### src/rtl/flash_rd_pkg.sv
package flash_rd_pkg;

    typedef enum logic [2:0] {
        MD_ARRAY   = 3'd0,
        MD_ERSETUP = 3'd1,
        MD_IDREAD  = 3'd2,
        MD_BUSY    = 3'd3,
        MD_QUERY   = 3'd4
    } rd_mode_e;

    typedef enum logic [1:0] {
        SZ_BYTE = 2'd0,
        SZ_HALF = 2'd1,
        SZ_WORD = 2'd2
    } rd_size_e;

    localparam int WORD_W = 32;

endpackage

### src/rtl/flash_rd_index.sv
module flash_rd_index
    import flash_rd_pkg::*;
#(
    parameter int ADDR_W     = 16,
    parameter int CHIP_BYTES = 4096
) (
    input  logic [ADDR_W-1:0] addr,
    input  logic [1:0]        size,
    output logic [ADDR_W-1:0] off,
    output logic [7:0]        idx
);
    localparam logic [ADDR_W-1:0] OFF_MASK = ADDR_W'(CHIP_BYTES - 1);

    always_comb begin
        off = addr & OFF_MASK;
        case (size)
            SZ_HALF: idx = {1'b0, off[7:1]};
            SZ_WORD: idx = {2'b00, off[7:2]};
            default: idx = off[7:0];
        endcase
    end
endmodule

### src/rtl/flash_rd_pack.sv
module flash_rd_pack
    import flash_rd_pkg::*;
(
    input  logic [31:0] bytes_in,
    input  logic [1:0]  size,
    input  logic        big_end,
    output logic [31:0] word
);
    logic [7:0] b [4];

    for (genvar k = 0; k < 4; k++) begin : g_split
        assign b[k] = bytes_in[8*k +: 8];
    end

    always_comb begin
        case (size)
            SZ_HALF: word = big_end ? {16'd0, b[0], b[1]} : {16'd0, b[1], b[0]};
            SZ_WORD: word = big_end ? {b[0], b[1], b[2], b[3]} : {b[3], b[2], b[1], b[0]};
            default: word = {24'd0, b[0]};
        endcase
    end
endmodule

### src/rtl/flash_rd_idsel.sv
module flash_rd_idsel #(
    parameter logic [15:0] ID0 = 16'h0001,
    parameter logic [15:0] ID1 = 16'h227E,
    parameter logic [15:0] ID2 = 16'h2210,
    parameter logic [15:0] ID3 = 16'h00FF
) (
    input  logic [7:0]  idx,
    input  logic [31:0] arr_word,
    output logic [31:0] id_word
);
    localparam logic [15:0] NO_ID = 16'h00FF;

    always_comb begin
        case (idx)
            8'h00:   id_word = {16'd0, ID0};
            8'h01:   id_word = {16'd0, ID1};
            8'h02:   id_word = 32'd0;
            8'h0E:   id_word = (ID2 == NO_ID) ? arr_word : {16'd0, ID2};
            8'h0F:   id_word = (ID3 == NO_ID) ? arr_word : {16'd0, ID3};
            default: id_word = arr_word;
        endcase
    end
endmodule

### src/rtl/flash_read_mux.sv
module flash_read_mux
    import flash_rd_pkg::*;
#(
    parameter int          ADDR_W     = 16,
    parameter int          CHIP_BYTES = 4096,
    parameter int          THRESH     = 42,
    parameter logic [7:0]  CFI_LEN    = 8'h52,
    parameter logic [15:0] ID0        = 16'h0001,
    parameter logic [15:0] ID1        = 16'h227E,
    parameter logic [15:0] ID2        = 16'h2210,
    parameter logic [15:0] ID3        = 16'h00FF
) (
    input  logic              clk,
    input  logic              rst_n,
    input  logic              rd_en,
    input  logic [ADDR_W-1:0] rd_addr,
    input  logic [1:0]        rd_width,
    input  logic              big_end,
    input  logic [2:0]        mode,
    input  logic              cmd_start,
    input  logic [7:0]        stat_in,
    output logic [ADDR_W-1:0] arr_off,
    input  logic [31:0]       arr_bytes,
    output logic [7:0]        cfi_idx,
    input  logic [7:0]        cfi_byte,
    output logic [31:0]       rd_data,
    output logic              rd_valid,
    output logic              mode_err,
    output logic              direct_en,
    output logic              stat_tog
);
    localparam int CW = $clog2(THRESH + 2);

    typedef struct packed {
        logic [WORD_W-1:0] data;
        logic              valid;
        logic              err;
        logic              tog;
        logic              den;
        logic [CW-1:0]     cnt;
    } rd_state_t;

    rd_state_t st_d, st_q;
    logic [7:0]  idx;
    logic [31:0] arr_word, id_word;

    flash_rd_index #(.ADDR_W(ADDR_W), .CHIP_BYTES(CHIP_BYTES)) u_index (
        .addr(rd_addr), .size(rd_width), .off(arr_off), .idx(idx)
    );

    flash_rd_pack u_pack (
        .bytes_in(arr_bytes), .size(rd_width), .big_end(big_end), .word(arr_word)
    );

    flash_rd_idsel #(.ID0(ID0), .ID1(ID1), .ID2(ID2), .ID3(ID3)) u_idsel (
        .idx(idx), .arr_word(arr_word), .id_word(id_word)
    );

    assign cfi_idx = idx;

    always_comb begin
        st_d       = st_q;
        st_d.valid = rd_en;
        st_d.err   = 1'b0;
        if (rd_en) begin
            case (rd_mode_e'(mode))
                MD_ARRAY, MD_ERSETUP: st_d.data = arr_word;
                MD_IDREAD:            st_d.data = id_word;
                MD_BUSY: begin
                    st_d.data = {24'd0, stat_in[7], st_q.tog, stat_in[5:0]};
                    st_d.tog  = ~st_q.tog;
                end
                MD_QUERY:  st_d.data = (idx > CFI_LEN) ? 32'd0 : {24'd0, cfi_byte};
                default: begin
                    st_d.data = arr_word;
                    st_d.err  = 1'b1;
                end
            endcase
        end
        if (cmd_start) begin
            st_d.den = 1'b0;
            st_d.cnt = '0;
        end else if (rd_en && (mode == MD_ARRAY) && !st_q.den) begin
            st_d.cnt = CW'(st_q.cnt + 1'b1);
            if (st_q.cnt >= CW'(THRESH)) st_d.den = 1'b1;
        end
    end

    always_ff @(posedge clk or negedge rst_n) begin
        if (!rst_n) begin
            st_q      <= '0;
            st_q.den  <= 1'b1;
        end else begin
            st_q <= st_d;
        end
    end

    assign rd_data   = st_q.data;
    assign rd_valid  = st_q.valid;
    assign mode_err  = st_q.err;
    assign direct_en = st_q.den;
    assign stat_tog  = st_q.tog;

    // result appears exactly one cycle after the strobe
    a_r9_latency: assert property (@(posedge clk) disable iff (!rst_n)
        rd_en |=> rd_valid);
    a_r9_no_spurious: assert property (@(posedge clk) disable iff (!rst_n)
        !rd_en |=> (!rd_valid && $stable(rd_data)));
    // each busy read flips the toggle
    a_r5_toggle_flip: assert property (@(posedge clk) disable iff (!rst_n)
        (rd_en && mode == 3'd3) |=> (stat_tog != $past(stat_tog)));
    a_r5_toggle_hold: assert property (@(posedge clk) disable iff (!rst_n)
        !(rd_en && mode == 3'd3) |=> $stable(stat_tog));
    // command start closes the direct path
    a_r7_cmd_clears: assert property (@(posedge clk) disable iff (!rst_n)
        cmd_start |=> !direct_en);
    // out-of-table query reads return zero
    a_r6_query_beyond: assert property (@(posedge clk) disable iff (!rst_n)
        (rd_en && mode == 3'd4 && cfi_idx > CFI_LEN) |=> (rd_data == 32'd0));
    // error flag only accompanies a result
    a_r8_err_with_valid: assert property (@(posedge clk) disable iff (!rst_n)
        mode_err |-> rd_valid);
endmodule

### config.mk
export PLATFORM = sky130hd
export DESIGN_NAME = flash_read_mux
export DESIGN_NICKNAME = d
export VERILOG_FILES = /design/src/rtl/flash_rd_pkg.sv /design/src/rtl/flash_rd_index.sv /design/src/rtl/flash_rd_pack.sv /design/src/rtl/flash_rd_idsel.sv /design/src/rtl/flash_read_mux.sv
export SDC_FILE = /design/constraint.sdc
export NUM_CORES = 1
export LEC_CHECK = 0
export BUFFER_PORTS_ARGS = -buffer_cell sky130_fd_sc_hd__buf_2
export CORE_ASPECT_RATIO = 1.5
export CORE_UTILIZATION = 25
export CTS_CLUSTER_DIAMETER = 100
export DETAILED_ROUTE_END_ITERATION = 12
export SLEW_MARGIN = 20
export SYNTH_ARGS = -nofsm -noshare
export SYNTH_HDL_FRONTEND = slang
export SYNTH_HIERARCHICAL = 1
export SYNTH_SLANG_ARGS = --single-unit
### constraint.sdc
create_clock -name clk -period 4.1 [get_ports clk]
set_input_delay 0.615 -clock clk [delete_from_list [all_inputs] [get_ports clk]]
set_output_delay 0.615 -clock clk [all_outputs]
set_load 0.005 [all_outputs]
-- Word-level counts from Yosys, hierarchy flattened
Index checks and enable logic that the tools add are counted.
- flip-flop bits (word level): 42
- input bits: 74
- output and inout bits: 60
- logic and storage cells: 42
- add/subtract/negate cells: 1
- magnitude comparators: 2
- eq/ne operators: 9
- muxes and demuxes: 13
- bitwise logic cells: 1
- reduce and logical (&&, ||, !) cells: 10
- operators by type and width (kind ; number):
    32-bit one-hot mux with 4 select lines ; 1
    32-bit one-hot mux with 3 select lines ; 1
    32-bit one-hot mux with 2 select lines ; 1
    32-bit two-way mux ; 1
    16-bit two-way mux ; 1
    8-bit one-hot mux with 2 select lines ; 1
    7-bit two-way mux ; 2
    8-bit by 1-bit == test with 1-bit output (second input constant) ; 1
    8-bit by 2-bit == test with 1-bit output (second input constant) ; 1
    8-bit by 4-bit == test with 1-bit output (second input constant) ; 1
    8-bit by 7-bit > comparator with 1-bit output (second input constant) ; 1
    8-bit zero test ; 1
    8-bit two-way mux ; 1
    6-bit by 1-bit adder with 6-bit output (second input constant) ; 1
    3-bit by 2-bit == test with 1-bit output (second input constant) ; 2
    6-bit greater-or-equal comparator (second input constant) ; 1
    5-bit OR reduction ; 1
    2-bit AND reduction ; 2
    2-bit nonzero test ; 2
    3-bit by 1-bit == test with 1-bit output (second input constant) ; 1
    3-bit == test (second input constant) ; 1
    3-bit zero test ; 1
    1-bit two-way mux ; 3
    2-bit by 1-bit == test with 1-bit output (second input constant) ; 1
    5 further kinds ; 6

-- Logic depth before layout (Yosys ltp)
Gate-level depths: netlist of run 1.
- depth in word-level cells: 5
- gate-level depth with buffers: 13

-- Modules after synthesis
Netlist of run 1, hierarchy kept.
- by module, submodules not included (module ; instances ; cells each ; area an instance (um2)):
    flash_read_mux ; 1 ; 260 ; 2357.3
    flash_rd_pack ; 1 ; 85 ; 635.6
    flash_rd_idsel ; 1 ; 59 ; 505.5
    flash_rd_index ; 1 ; 44 ; 287.8

-- Worst setup path after synthesis of run 1
Ideal clock, no wire load.
- kind: input -> register
- from: input rd_width[0]
- to: register st_q, in the netlist rd_data[7]
- arrival time: 3034 ps
- required time: 3959 ps
- path slack: 924 ps
- stages on the path: 11
- buffers on the path: 2
- cells stage by stage: inv_1 ha_1 buf_6 o21ai_0 nand4b_1 a21o_4 buf_6 and2_4 nor3_1 or3_1 a31oi_1
- cells in the longest elaborated chain, start to end: 5
- elaborated cells on any way between the ends: 12
- those cells by class: order compare (1); eq/ne (5); mux (5); reduce/logical (1)
- RTL lines (element ; RTL line ; source):
    from (decl) ; flash_read_mux.sv:17 ; input logic [1:0] rd_width,
    2-bit == test or 2-bit by 1-bit == test with 1-bit output (tied branches) ; flash_rd_index.sv:16 ; case (size)
    8-bit one-hot mux with 2 select lines (*) ; flash_rd_index.sv:16 ;
    named net cfi_idx[1] ; flash_read_mux.sv:24 ; output logic [7:0] cfi_idx,
    8-bit by 4-bit == test with 1-bit output, or another cell as far along ; flash_rd_idsel.sv:14 ; case (idx)
    32-bit one-hot mux with 4 select lines (*) ; flash_rd_idsel.sv:14 ;
    named net id_word[7] ; flash_read_mux.sv:45 ; logic [31:0] arr_word, id_word;
    32-bit one-hot mux with 3 select lines (*) ; flash_read_mux.sv:66 ; case (rd_mode_e'(mode))
    to (signal assigned) ; flash_read_mux.sv:94 ; st_q <= st_d;
    to (decl) ; flash_read_mux.sv:43 ; rd_state_t st_d, st_q;
The timed path passes the listed nets; every way through them passes the cells marked *.
A chain may end at the register's enable or synchronous reset.

-- Final worst setup path of run 1
- from: input rd_width[0]
- to: register st_q, in the netlist rd_data[7]
- cells in the longest elaborated chain, start to end: 5
- elaborated cells on any way between the ends: 12
- those cells by class: order compare (1); eq/ne (5); mux (5); reduce/logical (1)
- RTL lines (element ; RTL line):
    2-bit == test or 2-bit by 1-bit == test with 1-bit output (tied branches) ; flash_rd_index.sv:16, flash_rd_pack.sv:16
    8-bit one-hot mux with 2 select lines ; flash_rd_index.sv:16
    8-bit by 4-bit == test with 1-bit output, or another cell as far along ; flash_rd_idsel.sv:14
    32-bit one-hot mux with 4 select lines (*) ; flash_rd_idsel.sv:14
    named net id_word[7] ; flash_read_mux.sv:45
    32-bit one-hot mux with 3 select lines (*) ; flash_read_mux.sv:66
Marks and branches as above.

==> results of run 1 <==
==> cells in the final DEF (no fill, tap or decap), types with 12 or more instances in the layout <==
master	instances
a22oi_1	31
mux2i_1	16
and3_1	15
and2_4	21
a221o_1	15
buf_2	116
a21oi_1	26
nand2b_1	12
dfrtp_1	41
nand2_1	18
nor2_1	57
==> worst max-delay path: stages <==
cell and delay [ns]:
buf_2 0.11, inv_1 0.05, ha_1 0.45, o21ai_0 0.91, nand4b_1 0.28, a21o_4 0.31, and2_4 0.18, nor3_1 0.04
or3_1 0.36, a31oi_1 0.16
==> flip-flops by register name, indices dropped and copies added (netlist names) <==
signal and cells:
rd_data 32, st_q 6, direct_en 1, mode_err 1, rd_valid 1, stat_tog 1
==> worst paths after layout <==
| path | startpoint | to | slack (ns) | cells after the start |
|---|---|---|---|---|
| worst max-delay path | rd_width[0] | rd_data[7] | 0.85 | 10 |
| worst min-delay path | rst_n | rd_data[15] | 0.20 | 1 |
| worst max register to register | st_q[0] | direct_en | 2.80 | 6 |
| worst min register to register | rd_data[8] | rd_data[8] | 0.52 | 2 |
| max in group asynchronous | rst_n | direct_en | 3.35 | 2 |
| min in group clk | rd_data[8] | rd_data[8] | 0.52 | 2 |
==> metrics by stage <==
stage                     hold slack [ns]  area, um^2  power [mW]  util, %  worst slack (ns)
after floorplan                     0.319        3800       0.789        -             0.924
after global placement              0.503        4150       0.883     28.3             0.614
after detailed placement            0.509        4150       0.894     28.3             0.504
after CTS                           0.514        4300        1.31     29.3             0.806
after global routing                0.233        4320        1.38     29.5             0.598
final                               0.204        4320        1.30     29.5             0.853
==> synthesized netlist by cell type, types with 8 or more instances <==
master    instances
mux2i_1          16
clkbuf_1         17
and3_1           15
buf_4            48
o21ai_0          11
a22oi_1          31
a221o_1          15
a31oi_1           9
nor3_1           11
nand2_1          18
a21oi_1          26
nor2_1           57
or3_1             9
o22ai_1           8
dfrtp_1          41
nand2b_1         12
and2_4           21
==> kinds of logic after synthesis <==
family                   count (synthesis)  share of synthesized area [%]
adder cells (fa/ha/maj)                  7                           2.31
AO/OA/AOI/OAI                          122                           23.0
AND/OR/NAND/NOR                        169                           26.3
XOR/XNOR                                 7                           1.62
multiplexers                            16                           4.23
other                                    1                         0.0990
flip-flops                              42                           27.8
buffers and inverters                   84                           14.6
==> routing by layer <==
metal  up-vias  routed length (um)  GRT usage, %
met1      1651                4720          18.2
met3        20                 681          3.17
met5         -                   0             0
met4         0                 351          6.53
li1       1688                   -             -
met2       122                5600          24.9
==> power by group through the flow <==
stage                     Clock (mW)  Combinational (mW)  Sequential, mW
after floorplan                    0               0.306           0.482
after global placement             0               0.394           0.489
after detailed placement           0               0.404           0.490
after CTS                      0.421               0.405           0.483
after global routing           0.440               0.450           0.488
final                          0.412               0.406           0.482
==> layout make-up <==
| cell class | count | area [um^2] |
|---|---|---|
| fillers | 1611 | 10300 |
| flip-flops and latches | 42 | 1050 |
| clock buffers | 6 | 139 |
| inverters | 7 | 26.3 |
| clock inverters | 2 | 12.5 |
| multi-input cells | 325 | 2190 |
| repair buffers | 124 | 653 |
| well taps | 196 | 245 |
==> run_results.csv, run 1 <==
group,metric,value,unit
outcome,status,"finished clean",
cells_and_area,syn_to_final_growth,14.1,%
place,dp_hpwl,8.77,mm
floorplan,num_rows,54,
pwr,p_per_area,301,nW/um^2
pwr,ir_drop,0.166,mV
cells_and_area,final_cell_count_no_fill,702,
yosys,synth.area.top_cells,"dfrtp_1 27%, buf_4 9.5%, a22oi_1 6.1%",
timing,worst_pin_slew,1.08,ns
pwr,p_leak,2.02,nW
drt,drc_errors,0,
cells_and_area,layout.nets,586,
yosys,synth.top_cell.area_share,27.1,%
yosys,ys_ff_latch,42,
place,placedCellCount,693,
timing,skew,0.000956,ns
global_routing,grt_max_degree,76,
yosys,yosysTopAreaCell,"dfrtp_1",
drt,first_pass_iters,4,
floorplan,dieWidth,102,um
min_path,hp-class,"in2async",
yosys,synth_area_per_cell,8.45,um^2
yosys,mappedNetlistArea,3790,um^2
floorplan,core-area,14700,um^2
worst_setup_path,cp.arrival,3.46,ns
global_routing,grt_remaining_overflow,0,
timing,finalHoldViolCount,0,
cts,hold_buffers,0,
worst_setup_path,endpoint_kind,"register",
floorplan,start_util,25.8,%
place,gp_congestion,0.815,
worst_setup_path,worstPathMaxFanout,23,
timing,min_period_over_period,79.2,%
yosys,synth_edf_count,0,
worst_setup_path,worstPathRequired,4.31,ns
drt,final_antenna_net_count,0,
pwr,power_frac_seq,37.1,%
timing,finalSetupViolations,0,
cts,h-tree-depth,2,
timing,maxSlewHeadroom,27.6,%
yosys,async_flop_share,100,%
yosys,yosys_warnings,6,
drt,wire_per_inst,16.2,um
pwr,p_int,0.877,mW
global_routing,grt_usage,15.0,%
drt,vias_per_cell,4.96,
cts,cts.sinks,42,
worst_setup_path,worst-setup-path-type,"in2reg",
cts,post_cts_resized,0,
cts,cts.path.max_buffers,2,
drt,vias,3481,
timing,report.final.slew_viol_count,0,
cells_and_area,drive_above_1_share,34.2,%
yosys,synth_cell_types,53,
drt,drt_iter0_markers,224,
global_routing,grt_pass1_wl,18.3,mm
timing,grt_setup_unrepaired,"false",
cts,clk_pin_slew,0.06,ns
floorplan,die-area,15700,um^2
cts,root_buffer,"clkbuf_16",
worst_setup_path,start_kind,"input port",
cts,cts_setup_buffers,0,
timing,period_minus_slack,3.25,ns
pwr,switching_power,0.423,mW
yosys,synthFlopType,"dfrtp_1",
yosys,syn_inst,448,
cts,clock_latency,0.29,ns
cells_and_area,antenna_cells,0,
cts,cts_buffers,5,
global_routing,antenna_found_initial,0,
run,maxCapViolations,0,
drt,totalWireLength,11.3,mm
floorplan,fp.dieH,153,um
place,port_buffers,116,
floorplan,pin_count,134,
global_routing,grt_pass1_vias,3462,
pwr,pwr-share-comb,31.3,%
yosys,seq_area_frac_synth,27.8,%
cts,cts_tree,"done",
pwr,netSwitchingFraction,32.5,%
pwr,clock_power_share,31.7,%
timing,max_freq,308,MHz
timing,fin_setup_tns,0,ns
(Power assumes the default switching activity.)
==> run 2, diff against run 1 <==
clock period = 2.8 ns   (was 4.1 ns; I/O delays follow)
==> run 2 against run 1 <==
  * Final cell count is 3.6% higher
  * Setup slack got worse by 0.72 ns
  * First-iteration DRC count is 13% lower
  * Sequential share of layout area decreased by 1.2 points
  * Wire length increased by 0.92%
  * Sequential power up 46%
  * Core utilization up 1.5 points
  * Die area unchanged
  * Flip-flop and latch count did not move
  * Total power rose by 51%
  * Combinational power increased by 60%
  * Via count is 2.5% higher
==> run_results.csv, run 2 (synthesized netlist as in run 1, its figures left out) <==
group,metric,value,unit
floorplan,pin_count,134,
cts,root_buffer,"clkbuf_16",
timing,fin_setup_tns,0,ns
global_routing,grt_usage,14.8,%
cells_and_area,layout.nets,611,
timing,report.final.slew_viol_count,0,
cells_and_area,seq_area,1050,um^2
worst_setup_path,start_kind,"input port",
pwr,clock_power_share,30.9,%
pwr,netSwitchingFraction,32.3,%
global_routing,grt_use_met3,2.94,%
outcome,status,"finished clean",
worst_setup_path,r2r_start,"st_q[0]",
place,gp_congestion,0.847,
cts,cts.path.max_buffers,2,
timing,finalSetupViolations,0,
timing,grt_setup_unrepaired,"false",
cells_and_area,syn_to_final_growth,20.0,%
drt,totalWireLength,11.5,mm
worst_setup_path,crit_start,"rd_width[1]",
cells_and_area,final_cell_mix,"115 x buf_2, 57 x nor2_1, 41 x dfrtp_1",
cells_and_area,finalInstanceArea,4540,um^2
pwr,p_per_area,431,nW/um^2
drt,vias_per_cell,4.91,
drt,wire_per_inst,15.8,um
floorplan,dieWidth,102,um
pwr,switching_power,0.632,mW
timing,min_period_over_period,95.3,%
drt,drc_errors,0,
min_path,hp-class,"in2async",
place,port_buffers,116,
floorplan,start_util,25.8,%
timing,worst_pin_slew,0.720,ns
timing,holdWs,0.112,ns
timing,maxSlewHeadroom,52.0,%
cts,hold_buffers,0,
worst_setup_path,worstPathMaxFanout,3,
timing,max_freq,375,MHz
cts,cts_tree,"done",
cells_and_area,final_core_util,31.0,%
cts,cts_buffers,5,
global_routing,top_usage_layer,"met2",
pwr,power_frac_seq,35.9,%
drt,drt_iter0_markers,194,
place,dp_hpwl,9.10,mm
cells_and_area,fill_cells,1606,
drt,first_pass_iters,4,
pwr,p_leak,2.16,nW
global_routing,grt_max_degree,76,
pwr,pwr-share-comb,33.3,%
cells_and_area,largest_register_ff_count,32,
cts,clock_latency,0.29,ns
timing,skew,0.00118,ns
floorplan,num_rows,54,
global_routing,grt_util_met1,17.9,%
global_routing,grt_pass1_vias,3502,
cts,cts_setup_buffers,0,
cells_and_area,antenna_cells,0,
worst_setup_path,endpoint_kind,"register",
drt,final_antenna_net_count,0,
cells_and_area,multi_input_area,2220,um^2
timing,period_minus_slack,2.67,ns
floorplan,fp.dieH,153,um
run,maxCapViolations,0,
global_routing,grt_pass1_wl,18.1,mm
floorplan,die-area,15700,um^2
cells_and_area,drive_above_1_share,38.2,%
global_routing,use_met2,24.6,%
cells_and_area,mostFrequentLayoutCell,"buf_2",
worst_setup_path,worst-setup-path-type,"in2reg",
place,placed_cell_area,4380,um^2
global_routing,antenna_found_initial,1,
pwr,p_int,1.33,mW
timing,finalHoldViolCount,0,
worst_setup_path,worstPathRequired,2.93,ns
floorplan,core-area,14700,um^2
pwr,ir_drop,0.236,mV
cts,h-tree-depth,2,
cts,cts.sinks,42,
worst_setup_path,cp.arrival,2.80,ns
global_routing,grt_remaining_overflow,0,
drt,vias,3567,
cts,clk_pin_slew,0.06,ns
-- run 2: cell count changes in the layout (fill, tap and decap cells not counted) --
cell     previous run  this run
and2_1              2         1
a21oi_1            26        25
ha_1                7         6
o21ai_1             0         3
a21oi_4             0         1
o21ai_0            11         6
buf_2             116       115
o21ai_2             1         3
ha_4                0         1
and2_4             21        22
buf_4               7        33
-- run 2: metrics by stage --
stage	total power, mW	instances	worst slack [ns]
final	1.96	727	0.131
after global routing	2.07	727	0.0199
after CTS	1.98	727	0.132
after detailed placement	1.36	719	-0.169
after global placement	1.35	719	-0.135
after floorplan	1.16	451	0.0000802
-- run 2: metal layers --
metal | vias to the layer above | share of wire, % | wire (um)
met5 | - | 0.087 | 10
met4 | 2 | 3.4 | 389
met3 | 29 | 5.6 | 646
met2 | 133 | 49 | 5620
met1 | 1665 | 42 | 4790
li1 | 1738 | - | -
-- run 2: path summary, 6_finish.rpt --
| path | depth (start not counted) | endpoint | slack, ns |
|---|---|---|---|
| setup / recovery | 12 | rd_data[4] | 0.13 |
| hold / removal | 1 | rd_data[15] | 0.11 |
| setup reg to reg | 6 | direct_en | 1.49 |
| hold reg to reg | 1 | stat_tog | 0.50 |
| max in group asynchronous | 1 | direct_en | 2.30 |
| min in group clk | 2 | direct_en | 0.35 |
-- run 2: critical path, cell delays in order --
cell and delay, ns:
buf_2 0.12, buf_4 0.14, ha_1 0.28, or3_1 0.38, and3_1 0.21, a221o_1 0.31
o31ai_1 0.08, o21ai_0 0.12, a211o_2 0.27, nor3_1 0.24, or3_1 0.15, a31oi_1 0.08
-- run 2: final cells by class --
cell class,instances,area share [%]
clock buffer,6,3.06
tap,196,5.40
sequential,42,23.2
clock inverter,2,0.275
timing repair buffer,149,18.6
inverter,7,0.578
multi-input combinational,325,49.0
-- run 2: power groups by stage --
stage	Combinational, mW	Clock [mW]	Sequential, mW
after floorplan	0.456	0	0.706
after global placement	0.635	0	0.713
after detailed placement	0.649	0	0.715
after CTS	0.652	0.623	0.704
after global routing	0.712	0.641	0.713
final	0.651	0.604	0.702
-- run 2: what timing repair did --
item | in CTS | in global routing
gates resized for setup | 0 | 1
endpoints found under the hold margin | 0 | 0
setup endpoints to repair | 0 | 1
==> run 3, diff against run 2 <==
MAX_ROUTING_LAYER = met4   (was unset)
==> run 3 against run 2 <==
  * Flip-flop and latch count is the same
  * Final cell count grew 0.14%
  * Die area is the same
  * Non-clock buffer count grew 1
  * Final area grew 0.11%
  * Clock skew grew 0.00095 ns
  * Total power is essentially flat
==> run_results.csv, run 3 (synthesized netlist as in run 1, its figures left out) <==
group,metric,value,unit
floorplan,start_util,25.8,%
timing,report.final.slew_viol_count,0,
global_routing,grt_pass1_vias,3478,
timing,worst_slack,0.180,ns
floorplan,dieWidth,102,um
worst_setup_path,r2r_cells,6,
cts,clock_latency,0.29,ns
drt,first_pass_iters,4,
worst_setup_path,worst-setup-path-type,"in2reg",
drt,wire_per_inst,15.5,um
drt,drt_iter0_markers,226,
cts,root_buffer,"clkbuf_16",
cts,cts_tree,"done",
cts,clk_pin_slew,0.07,ns
worst_setup_path,slowest_stage,"or4_4",
outcome,status,"finished clean",
cts,hold_buffers,0,
cells_and_area,layout.nets,612,
cells_and_area,antenna_cells,0,
floorplan,pin_count,134,
pwr,ir_drop,0.189,mV
global_routing,grt_usage,15.2,%
drt,totalWireLength,11.3,mm
cts,cts_buffers,5,
drt,met2_length,5.55,mm
drt,wl_met3,539,um
drt,met1Wirelength,4.91,mm
worst_setup_path,start_kind,"input port",
pwr,power.total,1.96,mW
timing,worst_pin_slew,0.970,ns
timing,grt_setup_unrepaired,"false",
global_routing,grt_pass1_wl,18.2,mm
pwr,p_per_area,430,nW/um^2
place,port_buffers,116,
global_routing,grt_remaining_overflow,0,
floorplan,num_rows,54,
worst_setup_path,cp.arrival,2.83,ns
cts,cts.sinks,42,
timing,period_minus_slack,2.62,ns
global_routing,antenna_found_initial,0,
drt,vias_per_cell,4.90,
place,dp_hpwl,9.04,mm
floorplan,fp.dieH,153,um
drt,vias,3567,
cells_and_area,final_cell_mix,"116 x buf_2, 57 x nor2_1, 41 x dfrtp_1",
pwr,p_leak,2.16,nW
worst_setup_path,worstPathCellList,"buf_2, inv_1, ha_1, a22oi_1, o21ai_2, or4_4, nor4_4, a2bb2oi_1, nor3_1, or3_1, a31oi_1",
worst_setup_path,worstPathMaxFanout,6,
floorplan,core-area,14700,um^2
cells_and_area,syn_to_final_growth,20.1,%
cells_and_area,mostFrequentLayoutCell,"buf_2",
drt,highest_layer,"met4",
drt,final_antenna_net_count,0,
timing,max_freq,382,MHz
cts,h-tree-depth,2,
cts,cts.path.max_buffers,2,
timing,finalHoldViolCount,0,
cts,cts_setup_buffers,0,
drt,drc_errors,0,
min_path,hp-class,"in2async",
timing,skew,0.00212,ns
timing,min_period_over_period,93.6,%
cells_and_area,drive_above_1_share,38.3,%
place,post-place-ws,-0.181,ns
worst_setup_path,critPathMaxStageDelay,0.53,ns
worst_setup_path,endpoint_kind,"register",
run,maxCapViolations,0,
timing,finalSetupViolations,0,
floorplan,die-area,15700,um^2
cells_and_area,largest_register_ff_count,32,
worst_setup_path,worstPathRequired,3.01,ns
global_routing,grt_max_degree,76,
timing,maxSlewHeadroom,35.3,%
place,gp_congestion,0.851,
==> run 3: final timing paths <==
| path | from | to | slack (ns) |
|---|---|---|---|
| max reg2reg | st_q[0] | direct_en | 1.48 |
| max in group asynchronous | rst_n | st_q[3] | 1.91 |
| max | rd_width[1] | rd_data[5] | 0.18 |
| min reg2reg | rd_data[29] | rd_data[29] | 0.52 |
| min in group clk | cmd_start | direct_en | 0.36 |
| min | rst_n | rd_data[16] | 0.28 |
==> run 3: area by class of cell <==
class                   instances  area [um^2]
clock buffers                   6          139
multi-input cells             325         2220
flip-flops and latches         42         1050
fillers                      1573        10100
repair buffers                150          848
well taps                     196          245
clock inverters                 2         12.5
inverters                       7         26.3
==> run 3: repair_timing <==
action                                  in CTS  in global routing
endpoints found under the setup margin       0                  4
resized for setup                            0                  1
endpoints found under the hold margin        0                  0
==> run 3: routing by layer <==
metal	global-route usage, %	vias up
li1	-	1741
met1	18.6	1680
met2	24.4	128
met3	2.11	18
met4	6.39	0
met5	-	-
==> run 3: stage by stage <==
stage | utilization (%) | hold slack, ns | TNS (ns) | cells | area, um^2
after CTS | 31.0 | 0.322 | 0 | 728 | 4540
after detailed placement | 29.9 | 0.509 | -1.14 | 720 | 4390
final | 31.0 | 0.277 | 0 | 728 | 4550
after global routing | 31.0 | 0.370 | 0 | 728 | 4550
after global placement | 29.9 | 0.503 | -0.609 | 720 | 4390
after floorplan | - | 0.124 | 0 | 451 | 3820
==> run 3: power by group <==
| group | total [mW] | internal (mW) | switching [mW] | leakage [nW] |
|---|---|---|---|---|
| clock network | 0.608 | 0.354 | 0.255 | 0.0729 |
| registers | 0.705 | 0.666 | 0.0392 | 0.520 |
| logic | 0.644 | 0.305 | 0.340 | 1.57 |
| total | 1.96 | 1.32 | 0.634 | 2.16 |
==> run 3: critical path: cells and delay by family <==
kind | cells | cell delay (ns)
adders and majority gates | 1 | 0.23
buffers and inverters | 2 | 0.21
AOI/OAI and AO/OA | 4 | 0.69
and+or+nand+nor | 4 | 1.28
